$ cat config.mk
export PLATFORM = sky130hd
export DESIGN_NAME = fault_hiccup_ctrl
export DESIGN_NICKNAME = d
export VERILOG_FILES = /design/src/rtl/hiccup_pkg.sv /design/src/rtl/consec_counter.sv /design/src/rtl/hiccup_fsm.sv /design/src/rtl/fault_code_reg.sv /design/src/rtl/fault_hiccup_ctrl.sv
export SDC_FILE = /design/constraint.sdc
export NUM_CORES = 1
export LEC_CHECK = 0
export BUFFER_PORTS_ARGS = -buffer_cell sky130_fd_sc_hd__buf_2
export CAP_MARGIN = 20
export CORE_MARGIN = 2
export CORE_UTILIZATION = 50
export DETAILED_ROUTE_END_ITERATION = 10
export PLACE_DENSITY = 0.69
export SYNTH_ARGS = -nofsm -noshare
export SYNTH_HDL_FRONTEND = slang
export SYNTH_SLANG_ARGS = --single-unit
$ cat constraint.sdc
create_clock -name clk -period 5.48 [get_ports clk]
set_input_delay 0.274 -clock clk [delete_from_list [all_inputs] [get_ports clk]]
set_output_delay 0.274 -clock clk [all_outputs]
set_load 0.02 [all_outputs]
$ cat src/rtl/hiccup_pkg.sv
package hiccup_pkg;
  typedef enum logic [2:0] {
    ST_OFF     = 3'd0,
    ST_DRAIN   = 3'd1,
    ST_RUN     = 3'd2,
    ST_OVLATCH = 3'd3,
    ST_HOT     = 3'd4
  } hic_state_t;

  typedef enum logic [2:0] {
    FC_NONE = 3'd0,
    FC_OC   = 3'd1,
    FC_UV   = 3'd2,
    FC_OV   = 3'd3,
    FC_OT   = 3'd4
  } fault_code_t;

  localparam int NUM_FAULT_CNT = 3;
  localparam int IDX_OC = 0;
  localparam int IDX_UV = 1;
  localparam int IDX_OV = 2;
endpackage

$ cat src/rtl/consec_counter.sv
module consec_counter #(
  parameter int LIMIT = 8
) (
  input  logic clk,
  input  logic rst,
  input  logic clr,
  input  logic tick,
  input  logic hit,
  output logic trip
);
  localparam int CW = $clog2(LIMIT + 1);

  logic [CW-1:0] cnt;

  assign trip = tick && hit && !clr && (cnt == CW'(LIMIT - 1));

  always_ff @(posedge clk) begin
    if (rst || clr) begin
      cnt <= '0;
    end else if (tick) begin
      if (!hit || trip) cnt <= '0;
      else              cnt <= cnt + 1'b1;
    end
  end

  AST_CNT_BELOW_LIMIT: assert property (@(posedge clk) disable iff (rst)
    cnt < CW'(LIMIT));
  AST_MISS_CLEARS: assert property (@(posedge clk) disable iff (rst)
    (tick && !hit) |=> (cnt == '0));
endmodule

$ cat src/rtl/hiccup_fsm.sv
module hiccup_fsm
  import hiccup_pkg::*;
(
  input  logic       clk,
  input  logic       rst,
  input  logic       por_ok,
  input  logic       en,
  input  logic       ot_trip,
  input  logic       ot_clr,
  input  logic       dis_done,
  input  logic       oc_trip,
  input  logic       uv_trip,
  input  logic       ov_trip,
  output hic_state_t st,
  output logic       ev_oc,
  output logic       ev_uv,
  output logic       ev_ov,
  output logic       ev_ot,
  output logic       ss_discharge,
  output logic       ss_release,
  output logic       drv_tristate
);
  hic_state_t nxt;

  always_comb begin
    nxt   = st;
    ev_oc = 1'b0;
    ev_uv = 1'b0;
    ev_ov = 1'b0;
    ev_ot = 1'b0;
    if (!por_ok || !en) begin
      nxt = ST_OFF;
    end else if (ot_trip) begin
      nxt   = ST_HOT;
      ev_ot = (st != ST_HOT);
    end else begin
      unique case (st)
        ST_OFF:   nxt = ST_DRAIN;
        ST_DRAIN: if (dis_done) nxt = ST_RUN;
        ST_RUN: begin
          if (ov_trip) begin
            nxt   = ST_OVLATCH;
            ev_ov = 1'b1;
          end else if (oc_trip) begin
            nxt   = ST_DRAIN;
            ev_oc = 1'b1;
          end else if (uv_trip) begin
            nxt   = ST_DRAIN;
            ev_uv = 1'b1;
          end
        end
        ST_OVLATCH: if (uv_trip) nxt = ST_DRAIN;
        ST_HOT:     if (ot_clr)  nxt = ST_DRAIN;
        default:    nxt = ST_OFF;
      endcase
    end
  end

  always_ff @(posedge clk) begin
    if (rst) begin
      st           <= ST_OFF;
      ss_discharge <= 1'b1;
      ss_release   <= 1'b0;
      drv_tristate <= 1'b1;
    end else begin
      st           <= nxt;
      ss_discharge <= (nxt == ST_OFF) || (nxt == ST_DRAIN) || (nxt == ST_HOT);
      ss_release   <= (nxt == ST_RUN);
      drv_tristate <= (nxt != ST_RUN);
    end
  end

  AST_HOT_HOLDS: assert property (@(posedge clk) disable iff (rst)
    (st == ST_HOT && por_ok && en && !ot_clr) |=> (st == ST_HOT));
endmodule

$ cat src/rtl/fault_code_reg.sv
module fault_code_reg
  import hiccup_pkg::*;
(
  input  logic       clk,
  input  logic       rst,
  input  logic       ev_oc,
  input  logic       ev_uv,
  input  logic       ev_ov,
  input  logic       ev_ot,
  input  logic       running,
  input  logic       ss_active,
  output logic [2:0] code
);
  logic ss_q;

  always_ff @(posedge clk) begin
    if (rst) begin
      code <= FC_NONE;
      ss_q <= 1'b0;
    end else begin
      ss_q <= ss_active;
      if      (ev_ot) code <= FC_OT;
      else if (ev_ov) code <= FC_OV;
      else if (ev_oc) code <= FC_OC;
      else if (ev_uv) code <= FC_UV;
      else if (running && ss_q && !ss_active) code <= FC_NONE;
    end
  end

  AST_CODE_RANGE: assert property (@(posedge clk) disable iff (rst)
    code <= FC_OT);
  AST_CODE_HOLD: assert property (@(posedge clk) disable iff (rst)
    (!running && !ev_oc && !ev_uv && !ev_ov && !ev_ot) |=> $stable(code));
endmodule

$ cat src/rtl/fault_hiccup_ctrl.sv
module fault_hiccup_ctrl
  import hiccup_pkg::*;
#(
  parameter int OC_LIMIT = 8,
  parameter int UV_LIMIT = 8,
  parameter int OV_LIMIT = 32
) (
  input  logic       clk,
  input  logic       rst,
  input  logic       cyc_tick,
  input  logic       oc_flag,
  input  logic       uv_flag,
  input  logic       ov_flag,
  input  logic       ss_active,
  input  logic       por_ok,
  input  logic       en,
  input  logic       ot_trip,
  input  logic       ot_clr,
  input  logic       dis_done,
  output logic       ss_discharge,
  output logic       ss_release,
  output logic       drv_tristate,
  output logic [2:0] fault_code
);
  hic_state_t st;
  logic [NUM_FAULT_CNT-1:0] hit, clr, trip;
  logic ev_oc, ev_uv, ev_ov, ev_ot;

  assign hit[IDX_OC] = oc_flag;
  assign hit[IDX_UV] = uv_flag;
  assign hit[IDX_OV] = ov_flag;

  // overcurrent count is forced to zero through the whole soft-start ramp
  assign clr[IDX_OC] = (st != ST_RUN) || ss_active;
  // undervoltage also counts in the overvoltage latch; restart it on entry
  assign clr[IDX_UV] = !((st == ST_RUN) || (st == ST_OVLATCH)) || (st == ST_RUN && trip[IDX_OV]);
  assign clr[IDX_OV] = (st != ST_RUN);

  for (genvar g = 0; g < NUM_FAULT_CNT; g++) begin : g_cnt
    localparam int LIM = (g == IDX_OC) ? OC_LIMIT :
                         (g == IDX_UV) ? UV_LIMIT : OV_LIMIT;
    consec_counter #(.LIMIT(LIM)) u_cnt (
      .clk  (clk),
      .rst  (rst),
      .clr  (clr[g]),
      .tick (cyc_tick),
      .hit  (hit[g]),
      .trip (trip[g])
    );
  end

  hiccup_fsm u_fsm (
    .clk          (clk),
    .rst          (rst),
    .por_ok       (por_ok),
    .en           (en),
    .ot_trip      (ot_trip),
    .ot_clr       (ot_clr),
    .dis_done     (dis_done),
    .oc_trip      (trip[IDX_OC]),
    .uv_trip      (trip[IDX_UV]),
    .ov_trip      (trip[IDX_OV]),
    .st           (st),
    .ev_oc        (ev_oc),
    .ev_uv        (ev_uv),
    .ev_ov        (ev_ov),
    .ev_ot        (ev_ot),
    .ss_discharge (ss_discharge),
    .ss_release   (ss_release),
    .drv_tristate (drv_tristate)
  );

  fault_code_reg u_code (
    .clk       (clk),
    .rst       (rst),
    .ev_oc     (ev_oc),
    .ev_uv     (ev_uv),
    .ev_ov     (ev_ov),
    .ev_ot     (ev_ot),
    .running   (st == ST_RUN),
    .ss_active (ss_active),
    .code      (fault_code)
  );

  AST_DRAIN_RELEASE_EXCL: assert property (@(posedge clk) disable iff (rst)
    !(ss_discharge && ss_release));
  AST_HELD_OFF: assert property (@(posedge clk) disable iff (rst)
    (!por_ok || !en) |=> (drv_tristate && ss_discharge && !ss_release));
  AST_HOT_STOPS: assert property (@(posedge clk) disable iff (rst)
    (por_ok && en && ot_trip) |=> (drv_tristate && ss_discharge));
  AST_RELEASE_AFTER_DONE: assert property (@(posedge clk) disable iff (rst)
    $rose(ss_release) |-> $past(dis_done));
  AST_NO_STROBE_NO_TRIP: assert property (@(posedge clk) disable iff (rst)
    (ss_release && !cyc_tick && por_ok && en && !ot_trip) |=> ss_release);
  AST_OC_IDLE_IN_SS: assert property (@(posedge clk) disable iff (rst)
    (ss_active && ss_release && !uv_flag && !ov_flag && por_ok && en && !ot_trip) |=> ss_release);
endmodule

### Yosys cells after proc, flatten, opt, wreduce, memory -nomap -nowiden

Cells that the tools add are included.

* memory bits (writable): 0
* register bits after elaboration: 24
* output and inout port bits: 6
* memories: 0
* latch bits: 0
* word-level logic and storage cells: 98
* input bits: 12
* bits in read-only memories: 0

* add/sub/neg operators: 3
* div/mod/pow operators: 0
* $lt $le $gt $ge: 0
* equal/unequal tests: 13
* reductions and logical operators: 39
* mux-type cells: 33
* bitwise gates (word level): 0
* shift-type cells: 0
* multiply operators: 0

Operators by type and width (number)
* two-way mux 3 bit: 12
* two-way mux 1 bit: 17
* one-hot mux 3 bit (5 select lines): 1
* logical AND 1 bit: 12
* logical OR 1 bit: 12
* zero test 1 bit: 10
* equality test 3 x 2 -> 1 bit, second input constant: 3
* adder 4 x 1 -> 4 bit, second input constant: 2
* equality test 4 x 3 -> 1 bit, second input constant: 2
* two-way mux 4 bit: 2
* adder 6 x 1 -> 6 bit, second input constant: 1
* equality test 3 x 1 -> 1 bit, second input constant: 2
* equality test 3 bit, second input constant: 2
* equality test 6 x 5 -> 1 bit, second input constant: 1
* zero test 3 bit: 2
* two-way mux 6 bit: 1
* != test 3 x 2 -> 1 bit, second input constant: 2
* nonzero test 5 bit: 1
* nonzero test 4 bit: 1
* != test 3 bit, second input constant: 1
* OR reduction 2 bit: 1

### Depth between registers and ports, before layout

Gate-level depths: netlist of run 1.

* word-level depth: 19
* mapped depth: 6
* depth with buffers taken out: 6

### Cells and area by module

From an unflattened synthesis of run 1, not the netlist that was laid out.

* cells, all modules: 140
* area total of the unflattened synthesis: 1198.6 um^2

Modules (own cells, without submodules)
* consec_counter at g_cnt[0].u_cnt ...: cells an instance 27, times used 2, area each 216.5 um^2, seq. area each 80.1 um^2
* consec_counter at g_cnt[2].u_cnt: cells an instance 31, times used 1, area each 280.3 um^2, seq. area each 120.1 um^2
* hiccup_fsm: cells an instance 34, times used 1, area each 277.8 um^2, seq. area each 120.1 um^2
* fault_code_reg: cells an instance 15, times used 1, area each 171.4 um^2, seq. area each 80.1 um^2
* fault_hiccup_ctrl: cells an instance 6, times used 1, area each 36.3 um^2, seq. area each 0.0 um^2

### Worst setup path after synthesis of run 1

Ideal clock, no wire load.

* kind: register to register
* start point: reg g_cnt[2].u_cnt.cnt[0]
* end point: reg u_fsm.drv_tristate
* data arrival time: 1.716 ns
* required time: 5.353 ns
* path slack: 3.637 ns
* stages on the path, launching flop included: 7
* period minus slack after synthesis: 1.843 ns
* setup time: 0.127 ns
* path buffers: 0
* path through: dfxtp_1 -> ha_1 -> nand4_2 -> or3_4 -> a311oi_2 -> nor2_1 -> or3_1

* cells in the longest elaborated chain, start to end: 14

RTL lines
* start, declared: line consec_counter.sv:13 `logic [CW-1:0] cnt;`
* start signal, assigned: line consec_counter.sv:22 `else cnt <= cnt + 1'b1;`
* equality test 6 x 5 -> 1 bit (*): line consec_counter.sv:15 `assign trip = tick && hit && !clr && (cnt == CW'(LIMIT - 1));`
* logical AND 1 bit (*): line consec_counter.sv:15
* logical AND 1 bit: line fault_hiccup_ctrl.sv:36 `assign clr[IDX_UV] = !((st == ST_RUN) || (st == ST_OVLATCH)) || (st == ST_RUN && trip[IDX_OV]);`
* logical OR 1 bit: line fault_hiccup_ctrl.sv:36
* zero test 1 bit: line consec_counter.sv:15
* logical AND 1 bit (2 in series): line consec_counter.sv:15
* two-way mux 3 bit: line hiccup_fsm.sv:47, hiccup_fsm.sv:52
* two-way mux 3 bit: line hiccup_fsm.sv:44 `end else if (oc_trip) begin`
* two-way mux 3 bit: line hiccup_fsm.sv:41 `if (ov_trip) begin`
* one-hot mux 3 bit (5 select lines) (*): line hiccup_fsm.sv:37 `unique case (st)`
* two-way mux 3 bit (*): line hiccup_fsm.sv:33 `end else if (ot_trip) begin`
* two-way mux 3 bit (*): line hiccup_fsm.sv:31 `if (!por_ok || !en) begin`
* != test 3 x 2 -> 1 bit (*): line hiccup_fsm.sv:69 `drv_tristate <= (nxt != ST_RUN);`
* end signal, assigned: line hiccup_fsm.sv:69
* end, declared: line hiccup_fsm.sv:21 `output logic drv_tristate`

Mark *: on every way between the ends. The rest lies on a longest branch, timed or not.
A chain may end at the register's enable or synchronous reset.

### Worst setup path after layout of run 1

Same ends and word-level chain as after synthesis.

==> impl_metrics.ini, run 1 <==
[run_status]
status = complete, no violations

[setup_path]
slowest_delay_ns = 0.44
crit_fanout = 8
crit_type = reg -> reg
crit_path_start_kind = register
slowest_stage = or3_4
cp.arrival_ns = 2.21
path_cells = ha_1, nand4_2, or3_4, o21ai_4, o211ai_1, or3_1
crit_required_ns = 5.69
r2r_cells = 6
endpoint_kind = register

[route]
ant_nets = 0
routed_wirelength_um = 2476
viasPerCell = 5.777
drt_iter0_markers = 31
routedWlPerCell_um = 13.46
vias = 1063
dr.pass1.iters = 4
drc_errors = 0

[floorplan]
rows = 17
die_w_um = 53.62
dieArea_mm2 = 0.002875
io_pins = 18
initial_core_util_pct = 54.10
core_mm2 = 0.002276
die_h_um = 53.62

[synthesis]
synth-simple-area-share_pct = 33.23
synth-compound-area-share_pct = 17.99
synth_area_leaders = dfxtp_1, nor2_1, nand2b_1
synthAdderAreaFrac_pct = 3.049
ys.flop_type = dfxtp_1
synth_top_family_by_area = simple AND/OR/NAND/NOR gates
ys_async_sr_fraction_pct = 0
ys_seq_area_share_pct = 39.02
synth_top_area_share_pct = 39.02
synthMostInstantiatedCell = dfxtp_1
syn_area_mm2 = 0.001231
synth_warnings = 0
synth_seq_cells = 24
synth_common_cells = dfxtp_1, nor2_1, a21oi_1, nand2_1, nand2b_1
synth_xor_xnor_area_share_pct = 3.557
synth_nets = 155
synthMuxAreaShare_pct = 0
synth_cells = 140
synth_largest_area_cell = dfxtp_1
synth-edff-count = 0
syn_avg_cell_area_um2 = 8.794
ys_types = 42

[sta]
setup-tns-final_ns = 0
fmax_mhz = 498.4
finalSetupViolations = 0
fin_skew_ns = 0.003000
min_period_ns = 2.006
relSlewSlack_pct = 56.21
fin_crit_sh_pct = 36.61
tightest_slew_ns = 0.6519
rsz0062_at_grt = false
maxSlewViolCount = 0
hold_viol_final = 0

[global_route]
use_met1_pct = 25.90
met2_usage_pct = 33.33
antenna_found_initial = 0
grt_overflow_total = 0
grt.busiest_layer = met2
met3_usage_pct = 2.500
grt_pass1_wl_um = 4209
grt_start_max_net_pins = 26
grt_pass1_vias = 981
track_usage_pct = 19.81

[power_and_ir_drop]
p_leak_nw = 0.4923
finalPower_mw = 0.2732
p_per_area_mw_per_mm2 = 201.3
vdd_drop_max_v = 0.0001611

[clock_tree]
clockRootBuffer = clkbuf_4
cts_resized = 0
clockBufferDepth = 2
cts.clk_slew.worst_paths_ns = 0.13
cts_sinks = 24
cts_hold_buf = 0
numCtsBuffers = 3
cts_tree = yes
cts.htree.levels = 1
clock_latency_ns = 0.31
cts_setup_buffers = 0

[final_layout]
antennaDiodeCount = 0
drive_gt1_share_pct = 17.95
postLayoutCellArea_mm2 = 0.001358
syn2layout_area_growth_pct = 10.26
fillerInstances = 211
final_nets = 173

[placement]
gp_congestion = 0.7934
place.port_buffers = 17
hpwl_um = 1912
placed_cell_area_mm2 = 0.001335

[worst_hold_path]
hp-class = in -> reg
min_path_cells = 3

[job]
max_cap_viol_count = 0
==> cells by family (layout without fill, tap and decap cells) <==
kind of cell,after synthesis,in the layout
compound gates,31,31
xor+xnor,5,5
fa+ha+maj,3,3
buf+inv,10,26
flops,24,24
simple gates,67,67
==> registers in the layout (all words and copies together) (netlist names) <==
signal	flops
g_cnt.u_cnt.cnt	14
u_code.code	3
u_code.ss_q	1
u_fsm.drv_tristate	1
u_fsm.ss_discharge	1
u_fsm.ss_release	1
u_fsm.st	3
==> where the power goes <==
part           switching, mW  internal, mW
clock                 0.0518        0.0257
combinational         0.0121       0.00702
sequential          0.000976         0.176
total                 0.0649         0.208
==> layer usage <==
layer  wire (um)  vias to the layer above
li1            -                      541
met1        1212                      503
met2        1175                       17
met3          73                        2
met4          14                        0
met5           0                        -
==> critical path: cells and delay by family (launching register included) <==
family | cells | cell delay, ns
simple gates | 3 | 0.90
flops | 1 | 0.40
compound gates | 2 | 0.40
fa+ha+maj | 1 | 0.21
==> layout by cell type (no fill, tap or decap), drive strengths merged, types with 3 or more instances in the layout <==
| cell type | synthesis | routed |
|---|---|---|
| a21oi | 9 | 9 |
| a31oi | 3 | 3 |
| buf | 2 | 17 |
| clkbuf | 2 | 3 |
| dfxtp | 24 | 24 |
| ha | 3 | 3 |
| inv | 6 | 6 |
| nand2 | 8 | 8 |
| nand2b | 8 | 8 |
| nand3 | 3 | 3 |
| nand3b | 4 | 4 |
| nand4 | 5 | 5 |
| nor2 | 16 | 16 |
| nor2b | 4 | 4 |
| nor3 | 4 | 4 |
| nor3b | 3 | 3 |
| o21ai | 7 | 7 |
| or3 | 4 | 4 |
| xor2 | 4 | 4 |
==> path summary, 6_finish.rpt <==
| kind | startpoint | endpoint | slack [ns] |
|---|---|---|---|
| setup / recovery | g_cnt[2].u_cnt.cnt[0] | u_fsm.drv_tristate | 3.47 |
| hold / removal | ot_trip | u_fsm.ss_discharge | 0.22 |
| setup reg to reg | g_cnt[2].u_cnt.cnt[0] | u_fsm.drv_tristate | 3.47 |
| hold reg to reg | g_cnt[0].u_cnt.cnt[1] | g_cnt[0].u_cnt.cnt[1] | 0.51 |
==> layout make-up <==
class / count / area [um^2] / share of cell area, %
well taps: 28 / 35.03 / 2.581
inverters: 6 / 22.52 / 1.659
flip-flops and latches: 24 / 480.5 / 35.39
clock buffers: 3 / 22.52 / 1.659
repair buffers: 17 / 85.08 / 6.267
multi-input cells: 106 / 711.9 / 52.44
==> stage by stage <==
| step | hold WS (ns) | setup WS, ns | instances | utilization, % |
|---|---|---|---|---|
| final | 0.2181 | 3.474 | 184 | 59.65 |
| after global routing | 0.2481 | 3.317 | 184 | 59.65 |
| after floorplan | 0.3890 | 3.637 | 140 | - |
| after CTS | 0.2135 | 3.479 | 184 | 59.65 |
| after detailed placement | 0.4934 | 3.431 | 181 | 58.66 |
| after global placement | 0.4764 | 3.498 | 181 | 58.66 |
No activity file was read; power rests on OpenSTA's default activity.
==> inputs of run 2 (changes only) <==
==> constraint.sdc (replaced) <==
create_clock -name clk -period 1.87 [get_ports clk]
set_input_delay 0.0935 -clock clk [delete_from_list [all_inputs] [get_ports clk]]
set_output_delay 0.0935 -clock clk [all_outputs]
set_load 0.02 [all_outputs]
==> run 2 against run 1 <==
Net effect:
- flip-flop and latch count did not move
- first-iteration DRC count fell by 48%
- clock skew rose by 0.0066 ns
- combinational power rose to 3.3 times the previous value
- utilization rose by 8.9 points
- register-to-register slack got worse by 3.4 ns
- routed wire length rose by 13%
- via count rose by 8.2%
- largest power group unchanged
- highest routed layer unchanged
==> impl_metrics.ini, run 2 (synthesis results as in run 1) <==
[clock_tree]
numCtsBuffers = 3
cts_tree = yes
cts_hold_buf = 0
clockBufferDepth = 2
cts.htree.levels = 1
clockRootBuffer = clkbuf_4
cts.clk_slew.worst_paths_ns = 0.13
cts_sinks = 24
clock_latency_ns = 0.33

[placement]
gp_congestion = 0.8720
place.port_buffers = 17
hpwl_um = 2023
place_ws_ns = -0.03023
dp.cells = 191

[route]
drt_iter0_markers = 16
vias = 1150
viasPerCell = 5.693
drc_errors = 0
routedWlPerCell_um = 13.85
dr.pass1.iters = 4
ant_nets = 0
routed_wirelength_um = 2798

[global_route]
track_usage_pct = 20.98
grt_overflow_total = 0
antenna_found_initial = 0
grt_pass1_vias = 1042
grt_pass1_wl_um = 4360
grt_start_max_net_pins = 15

[floorplan]
die_h_um = 53.62
io_pins = 18
dieArea_mm2 = 0.002875
rows = 17
initial_core_util_pct = 54.10
die_w_um = 53.62
core_mm2 = 0.002276

[final_layout]
multiInputGateArea_um2 = 762.0
fillerInstances = 180
largest_reg_flops = 14
top_regs = g_cnt.u_cnt.cnt: 14 flops, u_code.code: 3 flops, u_fsm.st: 3 flops
antennaDiodeCount = 0
drive_gt1_share_pct = 32.18
seq_area_um2 = 486.7
final_cell_mix = dfxtp_1, buf_2, buf_4
layout_commonest_cell = dfxtp_1
instances_no_fill = 202
syn2layout_area_growth_pct = 26.63
regMostFlops = g_cnt.u_cnt.cnt
final_nets = 190

[run_status]
status = complete, no violations

[sta]
fin_crit_sh_pct = 97.38
fin_ws_ns = 0.04899
setup-tns-final_ns = 0
min_period_ns = 1.821
maxSlewViolCount = 0
fin_skew_ns = 0.009640
relSlewSlack_pct = 67.36
fmax_mhz = 549.1
finalSetupViolations = 0
tightest_slew_ns = 0.4886
rsz0062_at_grt = true
hold_viol_final = 0

[setup_path]
cp.arrival_ns = 2.04
crit_type = reg -> reg
endpoint_kind = register
crit_required_ns = 2.09
crit_fanout = 4
crit_path_start_kind = register

[job]
max_cap_viol_count = 0

[power_and_ir_drop]
p_per_area_mw_per_mm2 = 556.1
vdd_drop_max_v = 0.0005043
finalPower_mw = 0.8669
p_leak_nw = 0.5762

[worst_hold_path]
hp-class = in -> reg
run 2: worst max-delay path, stage by stage (launching register included):
cell and delay, ns:
dfxtp_2 0.39, ha_4 0.15, nand4_4 0.10, or3_4 0.37, o21ai_4 0.16, buf_6 0.13
o211ai_1 0.11, or3_1 0.31
run 2: final timing paths:
path              slack, ns                  start                  to  depth (start not counted)
hold / removal         0.02                ot_trip  u_fsm.ss_discharge                          3
setup reg to reg       0.05  g_cnt[2].u_cnt.cnt[1]  u_fsm.drv_tristate                          7
hold reg to reg        0.50         u_code.code[0]      u_code.code[0]                          2
setup / recovery       0.05  g_cnt[2].u_cnt.cnt[1]  u_fsm.drv_tristate                          7
run 2: final cells by class:
cell class                      count  share of cell area, %
Multi-Input combinational cell    106                  48.88
Tap cell                           28                  2.247
Clock buffer                        4                  2.327
Timing Repair Buffer               34                  13.88
Inverter                            6                  1.445
Sequential cell                    24                  31.22
run 2: metrics by stage:
step	cell area, um^2	hold slack [ns]	util, %
after floorplan	1231	0.2085	-
after global placement	1410	0.3416	61.96
after detailed placement	1410	0.3617	61.96
after CTS	1510	0.01663	66.36
after global routing	1559	0.009744	68.50
final	1559	0.02452	68.50
run 2: power breakdown:
group / internal, mW / leakage, nW / switching (mW)
Sequential: 0.515 / 0.196 / 0.00180
Combinational: 0.0242 / 0.359 / 0.0382
Clock: 0.119 / 0.0210 / 0.168
Total: 0.658 / 0.576 / 0.208
run 2: per-layer routing:
layer / global-route usage, % / vias up / part of all wire, %
met4: 8.974 / 0 / 1.2
met2: 36.63 / 21 / 50
met1: 24.87 / 544 / 45
li1: - / 580 / -
met5: 0 / - / 0
met3: 4.167 / 5 / 3.2
run 2: timing repair:
item	CTS	global route
setup buffers	5	2
endpoints found under the setup margin	2	5
pin swaps	4	1
gates resized for setup	8	7
